<file path="config.mk">
export PLATFORM = sky130hd
export DESIGN_NAME = txdefer_guard
export DESIGN_NICKNAME = d
export VERILOG_FILES = /design/src/rtl/txdefer_pkg.sv /design/src/rtl/defer_count.sv /design/src/rtl/defer_ctrl.sv /design/src/rtl/txdefer_guard.sv
export SDC_FILE = /design/constraint.sdc
export NUM_CORES = 1
export LEC_CHECK = 0
export CAP_MARGIN = 20
export CORE_MARGIN = 2
export CORE_UTILIZATION = 35
export DETAILED_ROUTE_END_ITERATION = 8
export PLACE_DENSITY = 0.6
export SLEW_MARGIN = 20
export SYNTH_ARGS = -nofsm -noshare
export SYNTH_HDL_FRONTEND = slang
export SYNTH_SLANG_ARGS = --single-unit
</file>
<file path="constraint.sdc">
create_clock -name clk -period 2.55 [get_ports clk]
set_input_delay 0.3825 -clock clk [delete_from_list [all_inputs] [get_ports clk]]
set_output_delay 0.3825 -clock clk [all_outputs]
set_load 0.01 [all_outputs]
</file>
<file path="src/rtl/txdefer_pkg.sv">
package txdefer_pkg;

  typedef enum logic [1:0] {
    ST_IDLE  = 2'd0,
    ST_WAIT  = 2'd1,
    ST_SEND  = 2'd2
  } dstate_e;

endpackage

</file>
<file path="src/rtl/defer_count.sv">
module defer_count #(
  parameter int LIMIT = 24288
) (
  input  logic                            clk,
  input  logic                            rst_n,
  input  logic                            clr,
  input  logic                            inc,
  output logic                            over,
  output logic [$clog2(LIMIT + 2) - 1:0]  cnt
);

  localparam int CW = $clog2(LIMIT + 2);
  localparam logic [CW-1:0] SAT = CW'(LIMIT + 1);

  logic [CW-1:0] cnt_q;
  logic [CW-1:0] cnt_d;
  logic          cnt_en;

  always_comb begin
    cnt_en = clr | (inc & (cnt_q != SAT));
    if (clr) begin
      cnt_d = '0;
    end else begin
      cnt_d = cnt_q + CW'(1);
    end
  end

  always_ff @(posedge clk or negedge rst_n) begin
    if (!rst_n) begin
      cnt_q <= '0;
    end else if (cnt_en) begin
      cnt_q <= cnt_d;
    end
  end

  assign over = (cnt_q == SAT);
  assign cnt  = cnt_q;

  AST_CNT_BOUND: assert property (@(posedge clk) disable iff (!rst_n)
    cnt_q <= SAT);

  AST_CNT_STEP: assert property (@(posedge clk) disable iff (!rst_n)
    (inc && !clr && cnt_q != SAT) |=> (cnt_q == $past(cnt_q) + CW'(1)));

  AST_CNT_HOLD: assert property (@(posedge clk) disable iff (!rst_n)
    (!inc && !clr) |=> $stable(cnt_q));

endmodule

</file>
<file path="src/rtl/defer_ctrl.sv">
module defer_ctrl
  import txdefer_pkg::*;
(
  input  logic    clk,
  input  logic    rst_n,
  input  logic    crs,
  input  logic    frame_rdy,
  input  logic    chk_on,
  input  logic    tx_on,
  input  logic    cnt_over,
  output dstate_e state_q,
  output dstate_e state_d,
  output logic    abort
);

  logic want;

  assign want  = tx_on & frame_rdy;
  assign abort = (state_q == ST_WAIT) & chk_on & cnt_over;

  always_comb begin
    state_d = state_q;
    unique case (state_q)
      ST_IDLE: begin
        if (want) begin
          state_d = crs ? ST_WAIT : ST_SEND;
        end
      end
      ST_WAIT: begin
        if (!want || abort) begin
          state_d = ST_IDLE;
        end else if (!crs) begin
          state_d = ST_SEND;
        end
      end
      ST_SEND: begin
        if (!want) begin
          state_d = ST_IDLE;
        end
      end
      default: state_d = ST_IDLE;
    endcase
  end

  always_ff @(posedge clk or negedge rst_n) begin
    if (!rst_n) begin
      state_q <= ST_IDLE;
    end else begin
      state_q <= state_d;
    end
  end

  AST_OFF_IDLE: assert property (@(posedge clk) disable iff (!rst_n)
    !tx_on |=> (state_q == ST_IDLE));

  AST_ABORT_IDLE: assert property (@(posedge clk) disable iff (!rst_n)
    abort |=> (state_q == ST_IDLE));

  AST_UNCHECKED_QUIET: assert property (@(posedge clk) disable iff (!rst_n)
    !chk_on |-> !abort);

endmodule

</file>
<file path="src/rtl/txdefer_guard.sv">
module txdefer_guard
  import txdefer_pkg::*;
#(
  parameter int LIMIT = 24288
) (
  input  logic clk,
  input  logic rst_n,
  input  logic bit_tick,
  input  logic crs,
  input  logic frame_rdy,
  input  logic backoff_done,
  input  logic chk_on,
  input  logic tx_on,
  output logic tx_grant,
  output logic defer_abort
);

  localparam int CW = $clog2(LIMIT + 2);

  dstate_e       st_q;
  dstate_e       st_d;
  logic          over;
  logic          clr;
  logic          inc;
  logic          abort_w;
  logic [CW-1:0] cnt;

  defer_ctrl u_ctrl (
    .clk       (clk),
    .rst_n     (rst_n),
    .crs       (crs),
    .frame_rdy (frame_rdy),
    .chk_on    (chk_on),
    .tx_on     (tx_on),
    .cnt_over  (over),
    .state_q   (st_q),
    .state_d   (st_d),
    .abort     (abort_w)
  );

  assign clr = (st_d != ST_WAIT) | backoff_done;
  assign inc = bit_tick & (st_q == ST_WAIT);

  defer_count #(.LIMIT(LIMIT)) u_cnt (
    .clk   (clk),
    .rst_n (rst_n),
    .clr   (clr),
    .inc   (inc),
    .over  (over),
    .cnt   (cnt)
  );

  assign tx_grant    = (st_q == ST_SEND) & tx_on;
  assign defer_abort = abort_w;

  AST_ABORT_SINGLE: assert property (@(posedge clk) disable iff (!rst_n)
    defer_abort |=> !defer_abort);

  AST_GRANT_ZERO_CNT: assert property (@(posedge clk) disable iff (!rst_n)
    tx_grant |-> (cnt == '0));

  AST_BACKOFF_CLEAR: assert property (@(posedge clk) disable iff (!rst_n)
    backoff_done |=> (cnt == '0));

  AST_ABORT_NEEDS_LIMIT: assert property (@(posedge clk) disable iff (!rst_n)
    defer_abort |-> (cnt > CW'(LIMIT)));

endmodule

</file>
==> impl_results.md <==
* Crit-path cells: inv_1 -> ha_1 -> nand4bb_1 -> or4_4 -> nor3_2 -> clkbuf_2
* Setup TNS at 0 ns
* Critical path class: reg2out
* Largest family of logic cells by synthesized area: simple AND/OR/NAND/NOR gates
* Internal power at 0.000345 W
* Static leakage at 0.423 nW
* Max cap viols at 0
* Mux contribution to synthesized area at 0
* Headroom to the max-slew limit at 0.480
* VDD IR-drop max at 464 µV
* Layout cell share with drive strength beyond 1 at 0.149
* Worst-path clk slew at 0.10 ns
* Final period util at 0.915
* Post-Synthesis Cells at 103
* Largest net degree at the start of global routing at 18
* Fin Clk Skew at 0.00351 ns
* Fmax at 428 MHz
* DP Worst Slack at 0.0860 ns
* Status: completed
* Gp weighted congestion at 0.748
* Worst min path class: in2async
* Sequential cell area fraction in the yosys report at 0.437
* Number of antenna cells inserted at 0
* Vias per cell at 5.25
* Routed WL at 2.05 mm
* Avg WL per Cell at 13.5 µm
* Cell Rows at 19
* Cts bufs inserted at 3
* Post-synth cell types at 29
* CTS root buffer: clkbuf_4
* Post-CTS Setup Inserts at 0
* Sequential share of power at 0.602
* Post-Place Cell Area at 1140 µm²
* HPWL after DPL at 1.54 mm
* H-tree levels at 1
* Vias after detailed routing at 798
* GRT overflow at 0
* Clock power frac at 0.330
* Pwr dens at 388 nW/µm²
* Nets at 132
* Die Y-Extent at 56.7 µm
* Adder-Cell Fraction of Synth Area at 0.0257
* Worst reg2reg setup slack at 0.44 ns
* Initial antenna violation count at 0
* Die X-Extent at 56.7 µm
* Simple-gate share of the synthesized area at 0.330
* Final setup margin at 0.216 ns
* Final number of setup-violating endpoints at 0
* Routed Antenna Nets at 0
* RSZ-0062 raised after global routing: false
* Starting density of the core at 0.362
* Final hold vios at 0
* Max-slew violations at 0
* Worst flop-to-flop path startpoint: u_cnt.cnt[1]
* CP startpoint kind: register
* Vias in the first global route at 810
* Slowest stage cell on the critical path: or4_4
* Slew @ Worst Pin at 0.777 ns
* Skew-Pair Late Insertion Delay at 0.30 ns
* DRT Pass-1 Iters at 4
* Synth Area in XOR/XNOR at 0.0720
* Clk buf depth at 2
* Port buffer count at 9
* DIE AREA at 3220 µm²
* Net switching power at 0.000108 W
* Synth Area in Compound Gates at 0.100
* Final instance area at 1170 µm²
* GRT Util Overall at 0.147
* FF-to-FF End: u_cnt.cnt[1]
* Number of DRC markers in iteration 0 at 16
* Crit path launch: u_cnt.cnt[1]
* Syn Area/Cell at 9.45 µm²
* First-pass GRT wire length at 3.71 mm
* Critical Path AT at 1.95 ns
* Clk sink count at 17
* Critical path peak fanout at 4
* CTS tree: done
* Cell area after synthesis at 973 µm²
* Reg2reg path depth at 8
* DRC viols at 0
* Gate power share at 0.069
* Core area at 2690 µm²
* CP max stage delay at 0.55 ns
* Post-Syn Nets at 113
* Sw Share at 0.239
* #FFs+latches synth at 17
* Time the worst path needs with I/O delays and setup at 2.33 ns
* Final Util at 0.435
* Critical Path RT at 2.17 ns
* Post-route total power at 0.000453 W
* Area Overhead vs Synth at 19.9%
* I/O pin count at 10
* Crit path capture type: primary output
* Yosys warning count at 0
flip-flops by register name, summed over array words and instances (netlist names):
register	cells
u_cnt.cnt	15
u_ctrl.state_q	2
worst max path at each step:
stage                              to  slack (ns)  depth (start not counted)
after floorplan           defer_abort        0.53                          3
after global placement    defer_abort        0.09                          6
after detailed placement  defer_abort        0.09                          6
after CTS                 defer_abort        0.02                          6
after global routing      defer_abort        0.07                          6
final                     defer_abort        0.22                          6
power groups by stage:
stage           logic, W  clock network, W  registers (W)
6_report       0.0000311          0.000149       0.000273
5_1_grt        0.0000347          0.000163       0.000273
4_1_cts        0.0000317          0.000157       0.000273
3_5_place_dp   0.0000315                 0       0.000278
3_3_place_gp   0.0000314                 0       0.000278
2_1_floorplan  0.0000111                 0       0.000278
per-layer routing:
metal	wire [µm]	track usage	vias to the layer above
li1	-	-	416
met1	1030	0.203	373
met2	945	0.228	7
met3	69	0.0507	2
met4	6	0.0199	0
met5	0	0	-
synthesized netlist by cell type (all sizes together):
master	n	area (µm²)
nand2	6	22.5
nand4bb	1	11.3
a21oi	8	40.0
dfrtp	17	425
nand4	4	25.0
or2	1	6.26
nor4	4	25.0
and4	1	10.0
nand2b	3	18.8
o21bai	1	7.51
nor3	3	15.0
nand4b	2	17.5
nand3	5	25.0
and3b	2	17.5
or3	5	31.3
clkbuf	1	3.75
inv	5	18.8
xor2	2	17.5
o21ai	4	20.0
ha	2	25.0
or4	4	33.8
nand3b	1	11.3
or4b	1	10.0
o31ai	1	21.3
nor2	11	41.3
a311oi	1	8.76
xnor2	6	52.6
buf	1	11.3
logic make-up (layout without fill, tap and decap cells):
logic type,after synthesis,count (layout)
AO/OA/AOI/OAI,15,15
XOR/XNOR,8,8
adder cells (fa/ha/maj),2,2
buffers and inverters,7,25
flip-flops,17,17
AND/OR/NAND/NOR,54,54
stage by stage:
stage / hold slack, ns / cells
global route: 0.573 / 152
floorplan: 0.0869 / 103
global placement: 0.516 / 148
finish: 0.527 / 152
detailed placement: 0.529 / 148
CTS: 0.544 / 152
critical path: cells and delay by family (launching register included):
family / cells / cell delay, ns
DFF: 1 / 0.42
adders and majority gates: 1 / 0.13
and+or+nand+nor: 3 / 0.89
buffers and inverters: 2 / 0.23
final cells by class:
type,instances,area (µm²)
clock inverter,1,5.00
tap,31,38.8
inverter,5,18.8
fill,271,1520
timing repair buffer,16,138
sequential,17,425
multi-input combinational,79,519
clock buffer,3,22.5
cell usage in the layout, fill, tap and decap left out, types with 4 or more instances in the layout:
master / n
a21oi_1: 8
buf_4: 7
clkdlybuf4s50_1: 8
dfrtp_1: 17
inv_1: 5
nand2_1: 6
nand3_1: 5
nand4_1: 4
nor2_1: 11
nor4_1: 4
o21ai_0: 4
or3_1: 5
xnor2_1: 6
what timing repair did:
action / CTS / global route
cloned: 0 / 0
hold endpoints to repair: 0 / 0
setup endpoints to repair: 1 / 1
hold buffers: 0 / 0
resized for setup: 1 / 3
(Power assumes the default switching activity.)
